===== src/rtl/ts_pkg.sv =====
package ts_pkg;
   localparam int unsigned TS_HDR_LEN = 4;
   localparam logic [7:0]  TS_SYNC    = 8'h47;
   localparam logic [7:0]  TS_FILL    = 8'hFF;

   typedef enum logic {
      ST_FILL = 1'b0,
      ST_EMIT = 1'b1
   } ts_state_e;
endpackage


===== src/rtl/ts_payload_buf.sv =====
module ts_payload_buf #(
   parameter int unsigned DEPTH = 184,
   parameter int unsigned CW    = 8
) (
   input  logic          clk,
   input  logic          rst_n,
   input  logic          wr_en,
   input  logic [7:0]    wr_data,
   input  logic          clr,
   input  logic [CW-1:0] rd_addr,
   output logic [7:0]    rd_data,
   output logic [CW-1:0] fill
);
   localparam int unsigned AW = (DEPTH > 1) ? $clog2(DEPTH) : 1;

   generate
      if (CW < AW) begin : g_bad_width
         $error("ts_payload_buf: count width too small for depth");
      end
   endgenerate

   logic [7:0] mem [DEPTH];

   always_ff @(posedge clk) begin
      if (wr_en) mem[fill[AW-1:0]] <= wr_data;
   end

   always_ff @(posedge clk) begin
      if (!rst_n || clr) fill <= '0;
      else if (wr_en)    fill <= fill + 1'b1;
   end

   assign rd_data = (rd_addr < CW'(DEPTH)) ? mem[rd_addr[AW-1:0]] : 8'h00;


   no_overflow_chk: assert property (@(posedge clk) disable iff (!rst_n)
      wr_en |-> (fill < CW'(DEPTH)));
endmodule


===== src/rtl/ts_byte_mux.sv =====
module ts_byte_mux
   import ts_pkg::*;
#(
   parameter int unsigned PKT_LEN = 188,
   parameter logic [12:0] PID     = 13'h0100,
   parameter int unsigned CW      = 8
) (
   input  logic [CW-1:0] idx,
   input  logic [CW-1:0] n_pay,
   input  logic          pusi,
   input  logic [3:0]    cc,
   input  logic [7:0]    buf_data,
   output logic [CW-1:0] rd_addr,
   output logic [7:0]    byte_o
);
   localparam int unsigned PAY_MAX = PKT_LEN - TS_HDR_LEN;

   logic [CW-1:0] afl;   // stuffing field size, length byte included
   logic [CW-1:0] off;

   always_comb begin
      afl     = CW'(PAY_MAX) - n_pay;
      off     = idx - CW'(TS_HDR_LEN);
      rd_addr = off - afl;
      byte_o  = TS_FILL;
      if (idx == CW'(0))      byte_o = TS_SYNC;
      else if (idx == CW'(1)) byte_o = {1'b0, pusi, 1'b0, PID[12:8]};
      else if (idx == CW'(2)) byte_o = PID[7:0];
      else if (idx == CW'(3)) byte_o = {2'b00, (afl != '0) ? 2'b11 : 2'b01, cc};
      else if (off < afl) begin
         if (off == CW'(0))      byte_o = 8'(afl - 1'b1);
         else if (off == CW'(1)) byte_o = 8'h00;
         else                    byte_o = TS_FILL;
      end
      else byte_o = buf_data;
   end
endmodule


===== src/rtl/ts_packetizer.sv =====
module ts_packetizer
   import ts_pkg::*;
#(
   parameter int unsigned PKT_LEN = 188,
   parameter logic [12:0] PID     = 13'h0100
) (
   input  logic       clk,
   input  logic       rst_n,
   input  logic [7:0] in_data,
   input  logic       in_valid,
   input  logic       in_last,
   output logic       in_ready,
   output logic [7:0] out_data,
   output logic       out_valid,
   input  logic       out_ready,
   output logic       out_sop
);
   localparam int unsigned PAY_MAX = PKT_LEN - TS_HDR_LEN;
   localparam int unsigned CW      = $clog2(PKT_LEN + 1);

   generate
      if (PKT_LEN < TS_HDR_LEN + 3) begin : g_bad_len
         $error("ts_packetizer: packet too short for header and stuffing");
      end
      if (PID == 13'h1FFF) begin : g_bad_pid
         $error("ts_packetizer: identifier reserved for null packets");
      end
   endgenerate

   ts_state_e     state;
   logic [CW-1:0] idx, n_hold, fill, rd_addr;
   logic [7:0]    rd_data;
   logic          pusi_q, pes_start;
   logic [3:0]    cc;
   logic          acc, done_pkt;

   assign in_ready  = (state == ST_FILL);
   assign out_valid = (state == ST_EMIT);
   assign out_sop   = out_valid && (idx == '0);
   assign acc       = in_ready && in_valid;
   assign done_pkt  = out_valid && out_ready && (idx == CW'(PKT_LEN - 1));

   always_ff @(posedge clk) begin
      if (!rst_n) begin
         state     <= ST_FILL;
         idx       <= '0;
         n_hold    <= '0;
         pusi_q    <= 1'b0;
         pes_start <= 1'b1;
         cc        <= 4'd0;
      end else begin
         if (acc) begin
            pes_start <= in_last;
            if (fill == '0) pusi_q <= pes_start;
            if (in_last || fill == CW'(PAY_MAX - 1)) begin
               state  <= ST_EMIT;
               n_hold <= fill + 1'b1;
               idx    <= '0;
            end
         end
         if (out_valid && out_ready) begin
            if (done_pkt) begin
               state <= ST_FILL;
               cc    <= cc + 4'd1;
            end else begin
               idx <= idx + 1'b1;
            end
         end
      end
   end

   ts_payload_buf #(.DEPTH(PAY_MAX), .CW(CW)) buf_i (
      .clk(clk), .rst_n(rst_n), .wr_en(acc), .wr_data(in_data),
      .clr(done_pkt), .rd_addr(rd_addr), .rd_data(rd_data), .fill(fill)
   );

   ts_byte_mux #(.PKT_LEN(PKT_LEN), .PID(PID), .CW(CW)) mux_i (
      .idx(idx), .n_pay(n_hold), .pusi(pusi_q), .cc(cc),
      .buf_data(rd_data), .rd_addr(rd_addr), .byte_o(out_data)
   );


   hold_data_chk: assert property (@(posedge clk) disable iff (!rst_n)
      (out_valid && !out_ready) |=> (out_valid && $stable(out_data)));


   sop_sync_chk: assert property (@(posedge clk) disable iff (!rst_n)
      out_sop |-> (out_data == TS_SYNC));


   ready_drop_chk: assert property (@(posedge clk) disable iff (!rst_n)
      $fell(in_ready) |-> $past(in_valid));


   afc_legal_chk: assert property (@(posedge clk) disable iff (!rst_n)
      (out_valid && idx == CW'(3)) |-> (out_data[5:4] == 2'b01 || out_data[5:4] == 2'b11));
endmodule


===== config.mk =====
export PLATFORM = sky130hd
export DESIGN_NAME = ts_packetizer
export DESIGN_NICKNAME = d
export VERILOG_FILES = /design/src/rtl/ts_pkg.sv /design/src/rtl/ts_payload_buf.sv /design/src/rtl/ts_byte_mux.sv /design/src/rtl/ts_packetizer.sv
export SDC_FILE = /design/constraint.sdc
export NUM_CORES = 1
export LEC_CHECK = 0
export BUFFER_PORTS_ARGS = -buffer_cell sky130_fd_sc_hd__buf_4
export CAP_MARGIN = 40
export CORE_AREA = 2 2 391 393
export DETAILED_ROUTE_END_ITERATION = 8
export DIE_AREA = 0 0 393 395
export GPL_TIMING_DRIVEN = 0
export PLACE_DENSITY = 0.63
export SYNTH_ARGS = -nofsm -noshare
export SYNTH_HDL_FRONTEND = slang
export SYNTH_SLANG_ARGS = --single-unit

===== constraint.sdc =====
create_clock -name clk -period 4.2 [get_ports clk]
set_clock_uncertainty 0.05 [all_clocks]
set_input_delay 0.63 -clock clk [delete_from_list [all_inputs] [get_ports clk]]
set_output_delay 0.63 -clock clk [all_outputs]
set_load 0.01 [all_outputs]

==> results.md <==
- IO buf count: 23
- Max Cap Violations: 0
- Clk buf depth: 3
- Slowest stage delay, CP: ~0.56 ns
- Core area: 151000 um2
- WL final: approximately 210000 um
- Sequential Power Share: roughly two fifths
- Die ar.: about 160000 um2
- Worst EP arrival: ~5 ns
- Outcome: finished, violations left
- Post-route setup TNS: -10.21 ns
- Comb pwr share: 25.9%
- Initial Util: between 30 and 40%
- CTS buffer count: 154
- Syn Inst Count: 3046
- CP max FO: 10
- Synth Area in XOR/XNOR: 0.755%
- Vias per cell: 6.21
- Detailed Route Iter0 Violations: ~6700
- Pwr per Cell Area: roughly 540 nW/um2
- HP Class: in2reg
- Synth Area in Simple Gates: about 4.8%
- DP HPWL: around 140000 um
- Setup violations, final: 8
- Antenna-violating nets left: 0
- Worst setup EP type: output port
- WL per Instance: 37.1 um
- Failing checks: negative setup slack
- FMAX: around 180 MHz
- Global Route Usage Sum: 27.3%
- EDFF count, synth: 1472
- GR Util met2: about two fifths
- Min cycle time layout: roughly 5.5 ns
- Count of nets after finishing: between 3000 and 4000
- Pint: approximately 28 mW
- Setup repair after global routing missed its margin: true
- Area of the multi-input gates: between 15000 and 20000 um2
- Mux cell area share after synthesis: between 15 and 20%
- Clk Latency, worst-skew pair: 0.81 ns
- CP cell instances: inv_4 -> ha_4 -> inv_2 -> fa_2 -> buf_12 -> buf_16 -> buf_16 -> buf_12 -> clkbuf_16 -> mux4_2 -> nand2_1 -> and3_1 -> o31ai_1 -> a41oi_2 -> a21oi_2 -> buf_4
- Critical Path Start Type: register
- Synthesis-to-finish area growth: 23.1%
- Max transition margin: between 30% and 40%
- Vias in the first global route: between 30000 and 40000
- Crit path setup slack, layout: -1.35 ns
- Initial antenna violation count: 8
- HP Start: out_ready
- Met3 Usage GRT: ~11%
- Critical path class: reg2out
- Clk slew on worst S/H paths: about 0.06 ns
- DRC violations left: 0
- GRT busiest layer: met2
- Die span in x: a little under 400 um
- Compound-Gate Fraction of Synth Area: under 10%
- Synthesized area: around 60000 um2
- Register area: 44800 um2
- Clk pwr share: 32.6%
- #FFs+latches synth: between 1500 and 2000
- Synthesized net count: about 3000
- Met1 usage: between 30% and 40%
- Io pins: 24
- Gr ovfl total: 0
- Share of the synthesized area in the top cell type: between 70% and 80%
- Dominant cell type by area after synthesis: edfxtp_1
- Fillers: roughly 12000
- Share of cells above drive strength 1: about 34%
- Routability cong.: around 0.99
- Post-synthesis adder-cell area fraction: less than 1%
- CTS sink count: 1503
- Htree depth: 4
- Vias post-DR: around 35000
- Main flop type after synthesis: edfxtp_1
- Peak supply drop: around 0.53 mV
- Final Cycle Share: 132%
- DIE HEIGHT: between 300 and 400 um
- Final hold vios: 0
- First-pass GRT wire length: approximately 280000 um
- CP required: 3.52 ns
- Sw Share: 30.2%
- Area contributors post-synth: edfxtp_1, mux4_2, nand2_1
- Largest net degree at the start of global routing: 121
- Leak: 23.9 nW
- Max-slew violation count: 0
- Largest family of logic cells by synthesized area: multiplexers
- CTS root buf: clkbuf_16
- Row count: 143
- Worst Setup SP: n_hold[0]
- Cell variety after synth: 77
- Initial DRT Pass Iterations: 6
- Syn_area_per_cell: roughly 20 um2
- Post-synth ARST share: 0%
- Place WS: -3.00 ns
- TritonCTS clock tree: yes
- Sw Pwr: between 10 and 15 mW
- Synth warnings: 0
- Slew @ Worst Pin: roughly 0.98 ns
- Sequential-to-total area share from yosys stat: between 70% and 80%
- Crit path max-delay cell type: fa_2
- FF-to-FF Start: out_valid
==> cells in the mapped netlist, types with 3 or more instances <==
master and count:
edfxtp_1 1472, mux4_2 399, nand2_1 252, nor2_1 237
clkbuf_1 84, nand3_1 77, buf_2 50, a21oi_1 35
buf_4 33, dfxtp_1 31, a311oi_1 29, and3_1 25
o21ai_0 25, mux2i_1 23, ha_1 22, inv_1 20
xnor2_1 20, xor2_1 19, a211oi_1 17, a31oi_1 17
and2_1 13, nor3_1 13, or3_1 11, nor2b_1 10
a2111oi_0 9, nand4_1 9, o211ai_1 6, nand3b_1 5
buf_1 4, o22ai_1 4, o31ai_1 4, a211o_1 3
a221oi_1 3, a311o_1 3, o21a_1 3, o311ai_0 3
or2_2 3
==> sequential cells by signal (all words and copies together), names as in the netlist <==
name	count
buf_i.mem	1472
pusi_q	1
buf_i.fill	8
idx	8
n_hold	8
cc	4
pes_start	1
out_valid	1
==> through the flow <==
stage	total power, mW	area [um2]	instances	hold WS (ns)	utilization (%)
after detailed placement	23.9	64500	5256	0.413	42.7
final	39.7	73900	5700	0.217	48.9
after floorplan	20.0	60100	3046	0.382	-
after global placement	23.6	62800	5099	0.417	41.5
after CTS	38.8	73100	5641	0.172	48.3
after global routing	40.2	73900	5693	0.222	48.9
==> power by group through the flow <==
stage	registers [mW]	logic, mW	clock network [mW]
after floorplan	16.8	3.22	0
after global placement	16.8	6.78	0
after detailed placement	16.8	7.13	0
after CTS	16.5	9.36	13.0
after global routing	16.5	10.2	13.6
final	16.5	10.3	12.9
==> routing by layer <==
layer  routed length (um)  vias to the layer above
li1                     -                    13439
met1                75200                    18463
met2                91800                     2924
met3                32200                      570
met4                12200                       12
met5                   81                        -
==> path summary, 6_finish.rpt <==
check / endpoint / slack (ns) / cells past startpoint
max reg2reg: buf_i.mem[86][3] / 0.40 / 6
min: idx[4] / 0.22 / 4
max: out_data[7] / -1.35 / 16
min reg2reg: pusi_q / 0.45 / 2
==> cell type report <==
class	instances	share of cell area (%)
Multi-Input combinational cell	1350	20.9
Tap cell	2030	3.44
Inverter	20	0.108
Timing Repair Buffer	343	4.93
Antenna cell	8	0.0271
Buffer	172	3.65
Sequential cell	1503	60.7
Clock inverter	72	0.647
Clock buffer	202	5.63
==> logic make-up after synthesis <==
logic type                 after synthesis
AOI/OAI and AO/OA                      193
xor gates and xnor gates                44
adders and majority gates               23
buffers and inverters                  193
DFF                                   1503
muxes                                  424
and+or+nand+nor                        666
==> worst max-delay path, delay by kind of cell, from the launching register on <==
kind                       cells  cell delay, ns
muxes                          1            0.20
and+or+nand+nor                2            0.29
DFF                            1            0.40
AOI/OAI and AO/OA              3            1.05
adders and majority gates      2            0.82
buffers and inverters          8            1.21
==> cell usage in the layout (no fill, tap or decap), drive strengths merged, types with 19 or more instances in the layout <==
| cell type | instances |
|---|---|
| buf | 428 |
| clkinv | 57 |
| clkbuf | 286 |
| a21oi | 36 |
| xor2 | 19 |
| mux4 | 400 |
| a311oi | 29 |
| ha | 22 |
| inv | 26 |
| nor2 | 238 |
| and3 | 25 |
| xnor2 | 24 |
| nand2 | 252 |
| nand3 | 77 |
| edfxtp | 1472 |
| mux2i | 23 |
| o21ai | 28 |
| dfxtp | 31 |
==> what timing repair did <==
action / CTS / global route
endpoints found under the setup margin: 8 / 8
resized for setup: 585 / 66
pin swaps: 59 / 39
hold buffers: 2 / 0
setup buffers: 105 / 49
hold endpoints to repair: 1 / 0
gates cloned: 6 / 1
(Power assumes the default switching activity.)
